<file path="config.mk">
export PLATFORM = sky130hd
export DESIGN_NAME = i2f_convert
export DESIGN_NICKNAME = d
export VERILOG_FILES = /design/src/rtl/i2f_pkg.sv /design/src/rtl/i2f_operand.sv /design/src/rtl/i2f_normalize.sv /design/src/rtl/i2f_round.sv /design/src/rtl/i2f_convert.sv
export SDC_FILE = /design/constraint.sdc
export NUM_CORES = 1
export LEC_CHECK = 0
export ABC_AREA = 1
export BUFFER_PORTS_ARGS = -buffer_cell sky130_fd_sc_hd__buf_2
export CAP_MARGIN = 20
export CORE_MARGIN = 2
export CORE_UTILIZATION = 49
export DETAILED_ROUTE_END_ITERATION = 8
export PLACE_DENSITY = 0.7
export REMOVE_ABC_BUFFERS = 1
export SYNTH_ARGS = -nofsm -noshare
export SYNTH_HDL_FRONTEND = slang
export SYNTH_SLANG_ARGS = --single-unit
export TNS_END_PERCENT = 20
</file>
<file path="constraint.sdc">
create_clock -name clk_i -period 0.9 [get_ports clk_i]
set_clock_uncertainty 0.1 [all_clocks]
set_input_delay 0.09 -clock clk_i [delete_from_list [all_inputs] [get_ports clk_i]]
set_output_delay 0.09 -clock clk_i [all_outputs]
set_load 0.01 [all_outputs]
</file>
<file path="src/rtl/i2f_pkg.sv">
package i2f_pkg;
  localparam int unsigned XLEN   = 64;
  localparam int unsigned DBL_MW = 53;
  localparam int unsigned SGL_MW = 24;
  localparam int unsigned CLS_W  = 5;

  typedef enum logic [1:0] {
    RM_NEAR = 2'd0,
    RM_ZERO = 2'd1,
    RM_POS  = 2'd2,
    RM_NEG  = 2'd3
  } rmode_e;

  localparam logic [CLS_W-1:0] CLS_ZERO = 5'b00010;
  localparam logic [CLS_W-1:0] CLS_POS  = 5'b00100;
  localparam logic [CLS_W-1:0] CLS_NEG  = 5'b01000;
endpackage

</file>
<file path="src/rtl/i2f_operand.sv">
module i2f_operand #(
  parameter int unsigned W = 64
) (
  input  logic [W-1:0] src_i,
  input  logic [1:0]   itype_i,
  output logic         neg_o,
  output logic [W-1:0] mag_o
);
  localparam int unsigned HW = W / 2;

  logic [W-1:0] ext;

  always_comb begin
    // bit 1: wide source, bit 0: unsigned
    if (itype_i[1]) ext = src_i;
    else            ext = {{HW{~itype_i[0] & src_i[HW-1]}}, src_i[HW-1:0]};
    neg_o = ~itype_i[0] & ext[W-1];
    mag_o = neg_o ? (~ext + 1'b1) : ext;
  end
endmodule

</file>
<file path="src/rtl/i2f_normalize.sv">
module i2f_normalize #(
  parameter int unsigned W     = 64,
  parameter int unsigned CNT_W = $clog2(W)
) (
  input  logic [W-1:0]     mag_i,
  output logic [W-1:0]     norm_o,
  output logic [CNT_W-1:0] lz_o
);
  always_comb begin
    lz_o = '1;
    for (int i = 0; i < W; i++) begin
      if (mag_i[i]) lz_o = CNT_W'(W - 1 - i);
    end
    norm_o = mag_i << lz_o;
  end
endmodule

</file>
<file path="src/rtl/i2f_round.sv">
module i2f_round
  import i2f_pkg::*;
#(
  parameter int unsigned W  = 64,
  parameter int unsigned MW = 53
) (
  input  logic [W-1:0] norm_i,
  input  logic         neg_i,
  input  rmode_e       rmode_i,
  output logic [MW:0]  sum_o,
  output logic         inexact_o
);
  localparam int unsigned REST_W = W - MW;

  logic guard, sticky, lsb, inc;

  always_comb begin
    lsb    = norm_i[REST_W];
    guard  = norm_i[REST_W-1];
    sticky = |norm_i[REST_W-2:0];
    unique case (rmode_i)
      RM_NEAR: inc = guard & (sticky | lsb);
      RM_ZERO: inc = 1'b0;
      RM_POS:  inc = ~neg_i & (guard | sticky);
      RM_NEG:  inc = neg_i & (guard | sticky);
      default: inc = 1'b0;
    endcase
    inexact_o = guard | sticky;
    // sum_o[MW] set means the significand wrapped to the next power of two
    sum_o = {1'b0, norm_i[W-1 -: MW]} + {{MW{1'b0}}, inc};
  end
endmodule

</file>
<file path="src/rtl/i2f_convert.sv">
module i2f_convert
  import i2f_pkg::*;
(
  input  logic        clk_i,
  input  logic        rst_ni,
  input  logic [63:0] src_i,
  input  logic [1:0]  itype_i,
  input  logic        single_i,
  input  logic [1:0]  rmode_i,
  output logic [63:0] result_o,
  output logic        inexact_o,
  output logic        flag_upd_o,
  output logic [4:0]  class_o
);
  localparam int unsigned CNT_W  = $clog2(XLEN);
  localparam int unsigned BIAS   = 1023;
  localparam int unsigned FRAC_W = DBL_MW - 1;
  localparam int unsigned PAD_W  = DBL_MW - SGL_MW;

  logic             neg;
  logic [XLEN-1:0]  mag, norm;
  logic [CNT_W-1:0] lz;
  logic [DBL_MW:0]  sum_d;
  logic [SGL_MW:0]  sum_s;
  logic             inx_d, inx_s;

  i2f_operand #(.W(XLEN)) u_operand (
    .src_i   (src_i),
    .itype_i (itype_i),
    .neg_o   (neg),
    .mag_o   (mag)
  );

  i2f_normalize #(.W(XLEN), .CNT_W(CNT_W)) u_norm (
    .mag_i  (mag),
    .norm_o (norm),
    .lz_o   (lz)
  );

  i2f_round #(.W(XLEN), .MW(DBL_MW)) u_rnd_dbl (
    .norm_i    (norm),
    .neg_i     (neg),
    .rmode_i   (rmode_e'(rmode_i)),
    .sum_o     (sum_d),
    .inexact_o (inx_d)
  );

  i2f_round #(.W(XLEN), .MW(SGL_MW)) u_rnd_sgl (
    .norm_i    (norm),
    .neg_i     (neg),
    .rmode_i   (rmode_e'(rmode_i)),
    .sum_o     (sum_s),
    .inexact_o (inx_s)
  );

  logic              carry, hidden, nonzero, upd, inx;
  logic [FRAC_W-1:0] frac;
  logic [CNT_W:0]    exp_unb;
  logic [10:0]       exp_b;
  logic [63:0]       res_d;
  logic [4:0]        cls_d;

  always_comb begin
    if (single_i) begin
      carry  = sum_s[SGL_MW];
      hidden = sum_s[SGL_MW-1];
      frac   = {sum_s[SGL_MW-2:0], {PAD_W{1'b0}}};
      inx    = inx_s;
    end else begin
      carry  = sum_d[DBL_MW];
      hidden = sum_d[DBL_MW-1];
      frac   = sum_d[DBL_MW-2:0];
      inx    = inx_d;
    end
    nonzero = hidden | carry;
    upd     = single_i | itype_i[1];
    exp_unb = (CNT_W+1)'(XLEN - 1) - {1'b0, lz} + {{CNT_W{1'b0}}, carry};
    exp_b   = 11'(BIAS) + {{(11-CNT_W-1){1'b0}}, exp_unb};
    if (nonzero) begin
      res_d = {neg, exp_b, frac};
      cls_d = neg ? CLS_NEG : CLS_POS;
    end else begin
      res_d = '0;
      cls_d = CLS_ZERO;
    end
  end

  always_ff @(posedge clk_i or negedge rst_ni) begin
    if (!rst_ni) begin
      result_o   <= '0;
      inexact_o  <= 1'b0;
      flag_upd_o <= 1'b0;
      class_o    <= '0;
    end else begin
      result_o   <= res_d;
      inexact_o  <= upd & nonzero & inx;
      flag_upd_o <= upd;
      class_o    <= cls_d;
    end
  end
endmodule

</file>
==> results_dict.tcl, run 1 <==
set metrics [dict create \
    status "did not finish" \
    stop_stage "global routing (5_1_grt)" \
    tool.error "[ERROR GRT-0232] Routing congestion too high. Check the congestion heatmap in the GUI." \
    synth.distinct_cells 57 \
    place_area_um2 17800 \
    synthFlopType "dfrtp_1" \
    synth.cell_area_um2 12100 \
    grt_start_max_net_pins 69 \
    start_util 0.498 \
    postSynthAreaPerCell_um2 5.48 \
    numClockSinks 68 \
    postSynthCellCount 2203 \
    overflow 36 \
    port_buffers 139 \
    htree_num_levels 3 \
    io_pins 142 \
    synth-edff-count 0 \
    root_buffer "clkbuf_16" \
    numCtsBuffers 9 \
    yosysSeqAreaShare 0.141 \
    endpoint_type "register input" \
    dp_hpwl_mm 44.0 \
    rows 57 \
    die_h_um 161 \
    ys.warnings.count 0 \
    die_w_um 161 \
    grt_worst_setup_endpoint "result_o[60]$_DFF_PN0_/D" \
    cts_buffer_depth 2 \
    synth-seq-cells 68 \
    gp_congestion 1.02 \
    grt_util_all_layers 0.685 \
    synthArstFlopShare 1.00 \
]
[what timing repair did]
item,CTS
endpoints found under the setup margin,137
endpoints found under the hold margin,68
hold buffers,1
setup buffers,77
gates resized for setup,365
gates cloned,9
pin swaps,113
[metrics by stage]
step,util,setup TNS [ps],hold slack [ps],std cells,setup WS (ps)
2_1_floorplan,-,-673330,-306,2098,-10910
3_3_place_gp,0.735,-416350,13.3,3237,-7000
4_1_cts,0.846,-396030,85.7,3338,-6440
3_5_place_dp,0.735,-442260,24.4,3237,-7490
[synthesized netlist by cell type, types with 17 or more instances]
library cell	instances	area share
o21ai_0	36	0.015
nor2_4	17	0.016
buf_2	32	0.013
nand3_1	576	0.24
xor2_1	90	0.065
nor2_2	27	0.014
dfrtp_1	68	0.14
nand2_1	620	0.19
a21oi_1	37	0.015
nor2_1	214	0.067
nor3_1	24	0.010
nand3_2	20	0.017
buf_1	19	0.0059
inv_2	23	0.0072
inv_1	218	0.068
nand4_1	25	0.013
clkbuf_1	36	0.011
[cell families after synthesis]
| logic type | synth area share |
|---|---|
| mux | 0.000830 |
| fa+ha+maj | 0.00830 |
| other cells | 0.000311 |
| buf+inv | 0.124 |
| compound gates | 0.0465 |
| flops | 0.141 |
| xor+xnor | 0.0774 |
| simple gates | 0.601 |
[per-layer routing]
layer | overflow | global-route usage
met1 | 0 | 0.676
met2 | 23 | 0.921
met3 | 0 | 0.438
met4 | 12 | 0.727
met5 | 1 | 0.117
==> run 2, diff against run 1 <==
--- a/config.mk
+++ b/config.mk
@@ -9,9 +9,9 @@
 export BUFFER_PORTS_ARGS = -buffer_cell sky130_fd_sc_hd__buf_2
 export CAP_MARGIN = 20
 export CORE_MARGIN = 2
-export CORE_UTILIZATION = 49
+export CORE_UTILIZATION = 34
 export DETAILED_ROUTE_END_ITERATION = 8
-export PLACE_DENSITY = 0.7
+export PLACE_DENSITY_LB_ADDON = 0.15
 export REMOVE_ABC_BUFFERS = 1
 export SYNTH_ARGS = -nofsm -noshare
 export SYNTH_HDL_FRONTEND = slang
==> results_dict.tcl, run 2 <==
set metrics [dict create \
    status "finished with violations" \
    violations "setup timing" \
    power.switching_mw 17.0 \
    drive_above_1_share 0.443 \
    nNetsFinal 3103 \
    io_pins 142 \
    setup_ws_ps -6400 \
    die-area_um2 37000 \
    drt-total-wl_mm 56.8 \
    worstPathRequired_ps 1070 \
    cts_tree "done" \
    vdd_drop_max_v 0.00149 \
    yosysSeqAreaShare 0.141 \
    fillers 3357 \
    drv_cap 0 \
    dp_hpwl_mm 44.4 \
    numClockSinks 68 \
    rsz0062_at_grt "true" \
    worstSetupPathType "input port to flip-flop" \
    postSynthCellCount 2203 \
    synth.cell_area_um2 12100 \
    multiInputGateArea_um2 10700 \
    worstMarginPinSlew_ps 501 \
    power_leakage_nw 11.1 \
    dr.pass1.iters 5 \
    p_seq_frac 0.114 \
    slew_headroom 0.664 \
    finalMaxSlewViolations 0 \
    endpoint "result_o[60]$_DFF_PN0_" \
    crit_top_cell "inv_1" \
    core-area_um2 34700 \
    yosys.area.top_type "nand3_1" \
    max_freq_mhz 137 \
    crit_start "src_i[2]" \
    route.detailed.drc 0 \
    area_growth_pct 76.0 \
    power_density_nw_per_um2 1680 \
    internal-power_mw 18.7 \
    grt_pass1_wl_mm 87.3 \
    crit_slowest_cell "nor4_4" \
    yosys.cell_count.top_type "nand2_1" \
    path_clk_slew_ps 50 \
    root_buffer "clkbuf_16" \
    min_path_cells 4 \
    regMostFlops "result_o" \
    worst-path-max-fanout 13 \
    synth.distinct_cells 57 \
    fin_setup_tns_ps -396960 \
    fin_util 0.612 \
    finalCritPeriodShare 8.11 \
    period_minus_slack_ps 7300 \
    synth-seq-cells 68 \
    port_buffers 139 \
    fin_area_um2 21200 \
    numCtsBuffers 9 \
    overflow 0 \
    cp.arrival_ps 7480 \
    comb_power_share 0.795 \
    num_antenna_cells 0 \
    postSynthAreaPerCell_um2 5.48 \
    synth_top_area_frac 0.239 \
    rows 68 \
    reg_top3 "result_o (63), class_o (3)" \
    hold_class "input port to flip-flop" \
    mostFrequentLayoutCell "buf_4" \
    worstSetupStartpointType "input port" \
    first_iter_violations 1176 \
    grt_util_all_layers 0.299 \
    die_h_um 192 \
    die_w_um 192 \
    via_per_inst 5.03 \
    regArea_um2 1700 \
    synth_area_leaders "nand3_1 24%, nand2_1 19%, dfrtp_1 14%, inv_1 6.8%, nor2_1 6.7%" \
    start_util 0.348 \
    cts_buffer_depth 2 \
    antenna_found_initial 0 \
    swShare 0.476 \
    crit_path_end_kind "flip-flop" \
    pwr-share-clk 0.091 \
    synthArstFlopShare 1.00 \
    htree_num_levels 3 \
    synth-edff-count 0 \
    post_drt_wl_per_cell_um 16.3 \
    ys.warnings.count 0 \
    hold_viol 0 \
    place_area_um2 18000 \
    antenna_left 0 \
    setup_viol 136 \
    max_stage_delay_ps 310 \
    num_vias 17534 \
    gp_congestion 1.02 \
    largest_reg_flops 63 \
    grt_pass1_vias 16957 \
    netlist_top_cells_count "620 x nand2_1, 576 x nand3_1, 218 x inv_1" \
    mostFrequentLayoutCells "718 x buf_4, 566 x nand2_1, 433 x nand3_1" \
    synthFlopType "dfrtp_1" \
    grt_start_max_net_pins 69 \
]
==> run 2: cell counts after synthesis <==
Identical to the previous run, type by type.
==> run 2: power groups by stage <==
| stage | clock (mW) | sequential, mW | combinational (mW) |
|---|---|---|---|
| global placement | 0 | 4.05 | 23.3 |
| CTS | 3.30 | 4.06 | 26.5 |
| detailed placement | 0 | 4.09 | 23.4 |
| floorplan | 0 | 4.52 | 11.0 |
| global route | 3.42 | 4.14 | 30.8 |
| finish | 3.26 | 4.07 | 28.4 |
==> run 2: cell type report <==
type | instances | share of cell area
clock buffers | 13 | 0.0123
clock inverters | 2 | 0.000471
inverters | 244 | 0.0446
multi-input cells | 1790 | 0.503
flip-flops and latches | 68 | 0.0801
well taps | 455 | 0.0268
repair buffers | 908 | 0.331
repair inverters | 3 | 0.00183
==> run 2: routing by layer <==
layer  up-vias  track usage  part of all wire
met5         -            0                 0
met4         0        0.138             0.048
met3       119       0.0195             0.045
met2       575        0.524              0.48
met1      8046        0.376              0.43
li1       8794            -                 -
==> run 2: what timing repair did <==
| item | 4_1_cts | 5_1_grt |
|---|---|---|
| setup buffers | 67 | 19 |
| hold buffers | 1 | 0 |
| cloned | 11 | 3 |
| pin swaps | 83 | 60 |
| hold endpoints to repair | 68 | 0 |
| gates resized for setup | 276 | 176 |
| endpoints found under the setup margin | 137 | 137 |
==> run 2: worst min path at each step <==
stage | to | slack, ps | start
after global routing | flag_upd_o$_DFF_PN0_ | 170 | itype_i[1]
final | flag_upd_o$_DFF_PN0_ | 150 | itype_i[1]
after detailed placement | result_o[7]$_DFF_PN0_ | 20 | rst_ni
after floorplan | class_o[1]$_DFF_PN0_ | -310 | rst_ni
after CTS | flag_upd_o$_DFF_PN0_ | 140 | itype_i[1]
after global placement | result_o[7]$_DFF_PN0_ | 20 | rst_ni
==> run 2: cells by family after synthesis <==
group	share of synthesized area
simple gates	0.601
buf+inv	0.124
xor+xnor	0.0774
compound gates	0.0465
flops	0.141
fa+ha+maj	0.00830
other cells	0.000311
mux	0.000830
==> run 2: metrics by stage <==
step | instances | worst slack, ps | hold slack [ps] | power, mW
after floorplan | 2098 | -10910 | -306 | 15.5
after global placement | 3370 | -7060 | 16.9 | 27.3
after detailed placement | 3370 | -7320 | 22.6 | 27.5
after CTS | 3462 | -6430 | 140 | 33.8
after global routing | 3483 | -6940 | 168 | 38.3
final | 3483 | -6400 | 154 | 35.7
==> run 2: critical path: cells and delay by family <==
kind / cells / cell delay [ps]
fa+ha+maj: 4 / 690
compound gates: 5 / 750
xor+xnor: 2 / 360
simple gates: 37 / 3840
buf+inv: 18 / 1710
Note: power is estimated with default switching activity, not from simulation.
